$ cat config.mk
export PLATFORM = sky130hd
export DESIGN_NAME = fault_retry_timer
export DESIGN_NICKNAME = d
export VERILOG_FILES = /design/src/rtl/fault_retry_pkg.sv /design/src/rtl/retry_cfg_reg.sv /design/src/rtl/retry_tick_gen.sv /design/src/rtl/retry_holdoff_ctrl.sv /design/src/rtl/fault_retry_timer.sv
export SDC_FILE = /design/constraint.sdc
export NUM_CORES = 1
export LEC_CHECK = 0
export ABC_AREA = 1
export ABC_CLOCK_PERIOD_IN_PS = 4800
export BUFFER_PORTS_ARGS = -buffer_cell sky130_fd_sc_hd__buf_2
export CORE_ASPECT_RATIO = 0.7
export CORE_MARGIN = 1.5
export CORE_UTILIZATION = 41
export DETAILED_ROUTE_END_ITERATION = 10
export GPL_TIMING_DRIVEN = 0
export HOLD_SLACK_MARGIN = 0.06
export PLACE_DENSITY_LB_ADDON = 0.25
export SETUP_SLACK_MARGIN = 0.1
export SYNTH_ARGS = -nofsm -noshare
export SYNTH_HDL_FRONTEND = slang
export SYNTH_SLANG_ARGS = --single-unit
$ cat constraint.sdc
create_clock -name clk -period 4.8 [get_ports clk]
set_input_delay 0.96 -clock clk [delete_from_list [all_inputs] [get_ports clk]]
set_output_delay 0.96 -clock clk [all_outputs]
set_load 0.05 [all_outputs]
$ cat src/rtl/fault_retry_pkg.sv
package fault_retry_pkg;
  localparam int CODE_W      = 4;
  localparam int DEFAULT_CODE = 2;
  localparam int MAX_MULT    = 10;

  function automatic logic code_ok(input logic [CODE_W-1:0] c);
    return (c >= 4'd2) && (c <= 4'd11);
  endfunction

  function automatic int unsigned code_mult(input logic [CODE_W-1:0] c);
    if (c == 4'd11) return MAX_MULT;
    else if (code_ok(c)) return int'(c);
    else return DEFAULT_CODE;
  endfunction
endpackage

$ cat src/rtl/retry_cfg_reg.sv
module retry_cfg_reg
  import fault_retry_pkg::*;
#(
  parameter int ADDR_W   = 8,
  parameter int DATA_W   = 8,
  parameter int REG_ADDR = 12
) (
  input  logic              clk,
  input  logic              rst_n,
  input  logic              wr_en,
  input  logic [ADDR_W-1:0] wr_addr,
  input  logic [DATA_W-1:0] wr_data,
  output logic [CODE_W-1:0] code,
  output logic              locked
);
  logic [CODE_W-1:0] new_code;
  logic              take;

  assign new_code = wr_data[CODE_W-1:0];
  assign take     = wr_en && (wr_addr == ADDR_W'(REG_ADDR)) && !locked && code_ok(new_code);

  always_ff @(posedge clk or negedge rst_n) begin
    if (!rst_n) begin
      code   <= CODE_W'(DEFAULT_CODE);
      locked <= 1'b0;
    end else if (take) begin
      code   <= new_code;
      locked <= 1'b1;
    end
  end
endmodule

$ cat src/rtl/retry_tick_gen.sv
module retry_tick_gen #(
  parameter int CYC_PER_TICK = 5000
) (
  input  logic clk,
  input  logic rst_n,
  input  logic clr,
  input  logic en,
  output logic tick
);
  localparam int CW = (CYC_PER_TICK > 1) ? $clog2(CYC_PER_TICK) : 1;
  logic [CW-1:0] cnt_q;

  generate
    if (CYC_PER_TICK == 1) begin : g_every
      assign tick = en;
      always_ff @(posedge clk or negedge rst_n) begin
        if (!rst_n) cnt_q <= '0;
        else        cnt_q <= '0;
      end
    end else begin : g_div
      assign tick = en && (cnt_q == CW'(CYC_PER_TICK - 1));
      always_ff @(posedge clk or negedge rst_n) begin
        if (!rst_n)      cnt_q <= '0;
        else if (clr)    cnt_q <= '0;
        else if (tick)   cnt_q <= '0;
        else if (en)     cnt_q <= cnt_q + 1'b1;
      end
    end
  endgenerate
endmodule

$ cat src/rtl/retry_holdoff_ctrl.sv
module retry_holdoff_ctrl
  import fault_retry_pkg::*;
#(
  parameter int STEP_TICKS = 1496
) (
  input  logic              clk,
  input  logic              rst_n,
  input  logic              fault,
  input  logic              tick,
  input  logic [CODE_W-1:0] code,
  output logic              hold
);
  localparam int TW = $clog2(MAX_MULT * STEP_TICKS + 1);
  logic [TW-1:0] tgt_q, tcnt_q;

  always_ff @(posedge clk or negedge rst_n) begin
    if (!rst_n) begin
      hold   <= 1'b0;
      tcnt_q <= '0;
      tgt_q  <= TW'(DEFAULT_CODE * STEP_TICKS);
    end else if (fault) begin
      hold   <= 1'b1;
      tcnt_q <= '0;
      tgt_q  <= TW'(code_mult(code) * STEP_TICKS);
    end else if (hold && tick) begin
      if (tcnt_q == tgt_q - 1'b1) begin
        hold   <= 1'b0;
        tcnt_q <= '0;
      end else begin
        tcnt_q <= tcnt_q + 1'b1;
      end
    end
  end
endmodule

$ cat src/rtl/fault_retry_timer.sv
module fault_retry_timer
  import fault_retry_pkg::*;
#(
  parameter int ADDR_W       = 8,
  parameter int DATA_W       = 8,
  parameter int REG_ADDR     = 12,
  parameter int CYC_PER_TICK = 5000,
  parameter int STEP_TICKS   = 1496
) (
  input  logic              clk,
  input  logic              rst_n,
  input  logic              fault_in,
  input  logic              wr_en,
  input  logic [ADDR_W-1:0] wr_addr,
  input  logic [DATA_W-1:0] wr_data,
  output logic              stage_rst,
  output logic              pwm_en,
  output logic              busy,
  output logic [3:0]        rd_code,
  output logic              rd_locked
);
  logic [CODE_W-1:0] code;
  logic              locked, hold, tick;

  retry_cfg_reg #(.ADDR_W(ADDR_W), .DATA_W(DATA_W), .REG_ADDR(REG_ADDR)) u_cfg (
    .clk(clk), .rst_n(rst_n), .wr_en(wr_en), .wr_addr(wr_addr),
    .wr_data(wr_data), .code(code), .locked(locked)
  );

  retry_tick_gen #(.CYC_PER_TICK(CYC_PER_TICK)) u_tick (
    .clk(clk), .rst_n(rst_n), .clr(fault_in || !hold), .en(hold), .tick(tick)
  );

  retry_holdoff_ctrl #(.STEP_TICKS(STEP_TICKS)) u_hold (
    .clk(clk), .rst_n(rst_n), .fault(fault_in), .tick(tick), .code(code), .hold(hold)
  );

  assign stage_rst = hold;
  assign pwm_en    = !hold;
  assign busy      = hold;
  assign rd_code   = code;
  assign rd_locked = locked;
endmodule

* Word level (Yosys, flattened, before mapping)
Cells that the tools add are included.
** Storage, ports and cells
- Flip-flop bits (word level) :: 44
- Input port bits :: 20
- Output and inout port bits :: 8
- Logic and storage cells :: 44
** Cells by class
- $add $sub $neg :: 3
- $mul :: 1
- Magnitude comparators :: 4
- Equal/unequal tests :: 4
- Muxes and demuxes :: 12
- Reduce and logical (&&, ||, !) cells :: 14
** Operators by type and width (number)
- 32-bit 2-to-1 mux :: 2
- 14-bit 2-to-1 mux :: 3
- 13-bit 2-to-1 mux :: 3
- 32-bit by 8-bit multiplier with 11-bit output (second input constant) :: 1
- 14-bit by 1-bit adder with 14-bit output (second input constant) :: 1
- 14-bit equality test :: 1
- 14-bit by 1-bit subtractor with 14-bit output (second input constant) :: 1
- 13-bit by 1-bit adder with 13-bit output (second input constant) :: 1
- 13-bit equality test (second input constant) :: 1
- 8-bit by 4-bit equality test with 1-bit output (second input constant) :: 1
- 4-bit by 2-bit greater-or-equal comparator with 1-bit output (second input constant) :: 2
- 4-bit <= comparator (second input constant) :: 2
- 1-bit logical AND :: 7
- 4-bit equality test (second input constant) :: 1
- 4-bit 2-to-1 mux :: 1
- 2-bit nonzero test :: 2
- 1-bit 2-to-1 mux :: 3
- 3-bit nonzero test :: 1
- 1-bit zero test :: 2
- 2-bit AND reduction :: 1
- 1-bit logical OR :: 1

* Logic depth before layout (Yosys ltp)
- Depth in word-level cells :: 6
- Gate-level depth with buffers :: 17
- Mapped depth without buffers :: 17

* Modules after synthesis
A second synthesis with hierarchy kept.
** Second synthesis, totals
- Cell total of the unflattened synthesis :: 474
- Area, all modules :: 3687.3 um^2
** By module, submodules not included
- retry_holdoff_ctrl :: times used 1, cells an instance 303, area each 2436.1 um^2, sequential area each 658.1 um^2
- retry_tick_gen :: times used 1, cells an instance 132, area each 954.7 um^2, sequential area each 325.3 um^2
- retry_cfg_reg :: times used 1, cells an instance 35, area each 277.8 um^2, sequential area each 126.4 um^2
- fault_retry_timer :: times used 1, cells an instance 4, area each 18.8 um^2, sequential area each 0.0 um^2

* Worst setup path before layout
OpenSTA, ideal clock, no wires.
- Path kind :: register to register
- Start point :: register u_cfg.code[2]
- End point :: register u_hold.tgt_q[13]
- Library setup time :: 118 ps
- Arrival time :: 3829 ps
- Required time :: 4682 ps
- Setup slack :: 853 ps
- Cell stages (with the launch flop) :: 16
- Path buffers :: 0
- Clock period less this slack :: 3947 ps
- Path through :: dfrtp_1 > inv_1 > ha_1 > a21oi_1 > nand2_1 > a21oi_1 > ha_1 > ha_1 > fa_1 > ha_1 > ha_1 > a21oi_1 > o211ai_1 > or2_2 > nand3_1 > nand2_1
** On the way
- Word-level cells in the longest chain between the ends :: 6
- Elaborated cells on any way between the ends :: 8
- Those cells by class :: 1 x mul; 2 x order compare; 1 x eq/ne; 3 x mux; 1 x reduce/logical
** RTL lines
- from (decl) :: RTL line retry_cfg_reg.sv:13 : output logic [CODE_W-1:0] code,
- from (signal assigned) :: RTL line retry_cfg_reg.sv:24 : code <= CODE_W'(DEFAULT_CODE);
- from (signal assigned) :: RTL line retry_cfg_reg.sv:27 : code <= new_code;
- 4-bit by 2-bit greater-or-equal comparator with 1-bit output or 4-bit <= comparator (tied branches) :: RTL line fault_retry_pkg.sv:7 : return (c >= 4'd2) && (c <= 4'd11);
- 1-bit logical AND :: RTL line fault_retry_pkg.sv:7
- 4-bit 2-to-1 mux :: RTL line fault_retry_pkg.sv:12 : else if (code_ok(c)) return int'(c);
- 32-bit 2-to-1 mux (*) :: RTL line fault_retry_pkg.sv:11 : if (c == 4'd11) return MAX_MULT;
- 32-bit 2-to-1 mux (*) :: RTL line retry_holdoff_ctrl.sv:21 : end else if (fault) begin
- 32-bit by 8-bit multiplier with 11-bit output (*) :: RTL line retry_holdoff_ctrl.sv:24 : tgt_q <= TW'(code_mult(code) * STEP_TICKS);
- to (signal assigned) :: RTL line retry_holdoff_ctrl.sv:20 : tgt_q <= TW'(DEFAULT_CODE * STEP_TICKS);
- to (signal assigned) :: RTL line retry_holdoff_ctrl.sv:24
- to (decl) :: RTL line retry_holdoff_ctrl.sv:14 : logic [TW-1:0] tgt_q, tcnt_q;
Every way passes the cells marked *; elsewhere a longest branch is shown, timed or not. The select of a mux whose other input is x is not followed.
A chain may end at the register's enable or synchronous reset.

* Worst setup path in the final report
Ends and elaborated chain as after synthesis.

==> flow_metrics.env <==
export IMPL_post_route_period_util_pct=84.2
export IMPL_postCtsSetupBuffers=0
export IMPL_cts_tree="yes"
export IMPL_die_area_um2=8170
export IMPL_core_area_um2=7350
export IMPL_num_vias=2589
export IMPL_rsz0062_at_grt="false"
export IMPL_numCtsBuffers=5
export IMPL_yosysSeqAreaShare_pct=35.5
export IMPL_end_kind="register"
export IMPL_drt_iter0_markers=89
export IMPL_nets=491
export IMPL_cp_arrival_ps=4240
export IMPL_h_tree_depth=2
export IMPL_syn_nets=461
export IMPL_start_util_pct=42.5
export IMPL_yosysTopAreaCell="dfrtp_1"
export IMPL_slew_headroom_pct=34.2
export IMPL_antenna_found_initial=0
export IMPL_async_reset_ff_share_pct=100
export IMPL_fin_crit_ps=4040
export IMPL_fp_dieH_um=76.1
export IMPL_viasPerCell=4.88
export IMPL_portBuffers=23
export IMPL_finalCoreUtilization_pct=47.3
export IMPL_synthDominantCellAreaShare_pct=29.6
export IMPL_synthCells=401
export IMPL_synth_ff_type="dfrtp_1"
export IMPL_final_cells=530
export IMPL_cts_clk_slew_worst_paths_ps=90
export IMPL_post_drt_wl_per_cell_um=12.3
export IMPL_yosysUniqueCellTypes=31
export IMPL_ios=28
export IMPL_globalplace_congestion=0.786
export IMPL_num_antenna_cells=0
export IMPL_dp_hpwl_um=5130
export IMPL_dp_cells=522
export IMPL_insertion_delay_ps=310
export IMPL_root_buffer="clkbuf_8"
export IMPL_grt_usage_pct=17.8
export IMPL_grt_pass1_vias=2465
export IMPL_drv_cap=0
export IMPL_clockBufferDepth=2
export IMPL_hold_buffers=0
export IMPL_path_max_fanout=5
export IMPL_area_growth_pct=11.3
export IMPL_grt_overflow_total=0
export IMPL_synthTopCellsByArea="dfrtp_1, ha_1, nand2_1, nor2_1, dfstp_2"
export IMPL_hold_violations=0
export IMPL_hp_class="register to register"
export IMPL_final_cell_mix="nand2_1, nor2_1, inv_1"
export IMPL_avgSynthCellArea_um2=7.80
export IMPL_power_total_mw=0.737
export IMPL_grt_max_degree=45
export IMPL_worstMarginPinSlew_ps=986
export IMPL_peakVddDrop_mv=0.198
export IMPL_drv_slew=0
export IMPL_yosys_register_bits=44
export IMPL_cts_resized=0
export IMPL_status="complete, no violations"
export IMPL_setup_viol=0
export IMPL_finalSetupTns_ps=0
export IMPL_ff2ff_setup_slack_ps=760
export IMPL_die_w_um=107
export IMPL_drive_gt1_share_pct=11.3
export IMPL_grt_pass1_wl_um=11600
export IMPL_fin_area_um2=3480
export IMPL_path_class="register to register"
export IMPL_skew_ps=8.23
export IMPL_yosys_warnings=0
export IMPL_critPathLaunchType="register"
export IMPL_required_ps=5000
export IMPL_drc=0
export IMPL_fmax_ghz=0.247
export IMPL_rows=26
export IMPL_synth_edf_count=0
export IMPL_p_leak_nw=1.72
export IMPL_cts_sinks=44
export IMPL_power_per_cell_area_nw_per_um2=212
export IMPL_syn_area_um2=3130
export IMPL_dr_pass1_iters=4
export IMPL_drt_total_wl_um=6510
export IMPL_place_area_um2=3360
export IMPL_final_common_cell="nand2_1"
export IMPL_antenna_left=0
## flip-flops by register name (all words and copies together) (netlist names)
signal	count
u_cfg.code	4
u_cfg.locked	1
u_hold.hold	1
u_hold.tcnt_q	14
u_hold.tgt_q	11
u_tick.cnt_q	13
## through the flow
step | worst slack [ps] | hold slack (ps)
2_1_floorplan | 853 | 433
3_3_place_gp | 811 | 451
3_5_place_dp | 797 | 458
4_1_cts | 763 | 470
5_1_grt | 399 | 529
6_report | 756 | 469
## critical path, cell delays in order, from the launching register on
cell	delay (ps)
dfrtp_1	420
inv_1	100
ha_1	200
a21oi_1	180
nand2_1	70
a21oi_1	500
ha_1	340
ha_1	310
fa_1	460
ha_1	310
ha_1	350
a21oi_1	150
o211ai_1	120
or2_2	280
nand3_1	90
nand2_1	60
## area by class of cell
| cell class | instances | area, um^2 |
|---|---|---|
| flip-flops and latches | 44 | 1110 |
| multi-input cells | 309 | 1820 |
| plain buffers | 5 | 33.8 |
| well taps | 98 | 123 |
| clock buffers | 5 | 68.8 |
| inverters | 43 | 161 |
| clock inverters | 3 | 46.3 |
| fillers | 745 | 3870 |
| repair buffers | 23 | 115 |
## synthesized netlist by cell type, types with 6 or more instances
| master | instances |
|---|---|
| xor2_1 | 18 |
| nor3_1 | 8 |
| xnor2_1 | 6 |
| nand3_1 | 29 |
| a21oi_1 | 12 |
| dfstp_2 | 7 |
| o21ai_0 | 16 |
| nand2_1 | 102 |
| nor2_1 | 56 |
| ha_1 | 36 |
| inv_1 | 42 |
| dfrtp_1 | 37 |
## cells by family (layout without fill, tap and decap cells)
family          count (synthesis)  count (layout)  share of synthesized area (%)
fa+ha+maj                      40              40                           17.0
flops                          44              44                           35.5
compound gates                 32              32                           5.40
buf+inv                        48              79                           6.24
simple gates                  212             212                           28.8
mux                             1               1                          0.360
xor+xnor                       24              24                           6.72
## routing by layer
layer / global-route usage [%] / wire (um)
met2: 24.6 / 2510
met4: 3.55 / 46
met3: 4.02 / 289
met5: 0 / 0
met1: 28.1 / 3660
## power breakdown
part,switching (mW),leakage (nW),internal (mW),total [mW]
sequential,0.00494,0.578,0.379,0.384
clock,0.142,0.0548,0.157,0.299
combinational,0.0366,1.09,0.0178,0.0544
total,0.184,1.72,0.553,0.737
## worst paths after layout
check / from / to / depth (start not counted)
min in group asynchronous: rst_n / u_hold.tcnt_q[5]$_DFFE_PN0P_ / 1
setup / recovery: u_cfg.code[2]$_DFFE_PN0P_ / u_hold.tgt_q[13]$_DFFE_PN0P_ / 15
max in group asynchronous: rst_n / u_hold.tgt_q[12]$_DFFE_PN0P_ / 1
hold / removal: u_tick.cnt_q[0]$_DFFE_PN0P_ / u_tick.cnt_q[0]$_DFFE_PN0P_ / 1
setup reg to reg: u_cfg.code[2]$_DFFE_PN0P_ / u_hold.tgt_q[13]$_DFFE_PN0P_ / 15
hold reg to reg: u_tick.cnt_q[0]$_DFFE_PN0P_ / u_tick.cnt_q[0]$_DFFE_PN0P_ / 1
Note: power is estimated with default switching activity, not from simulation.
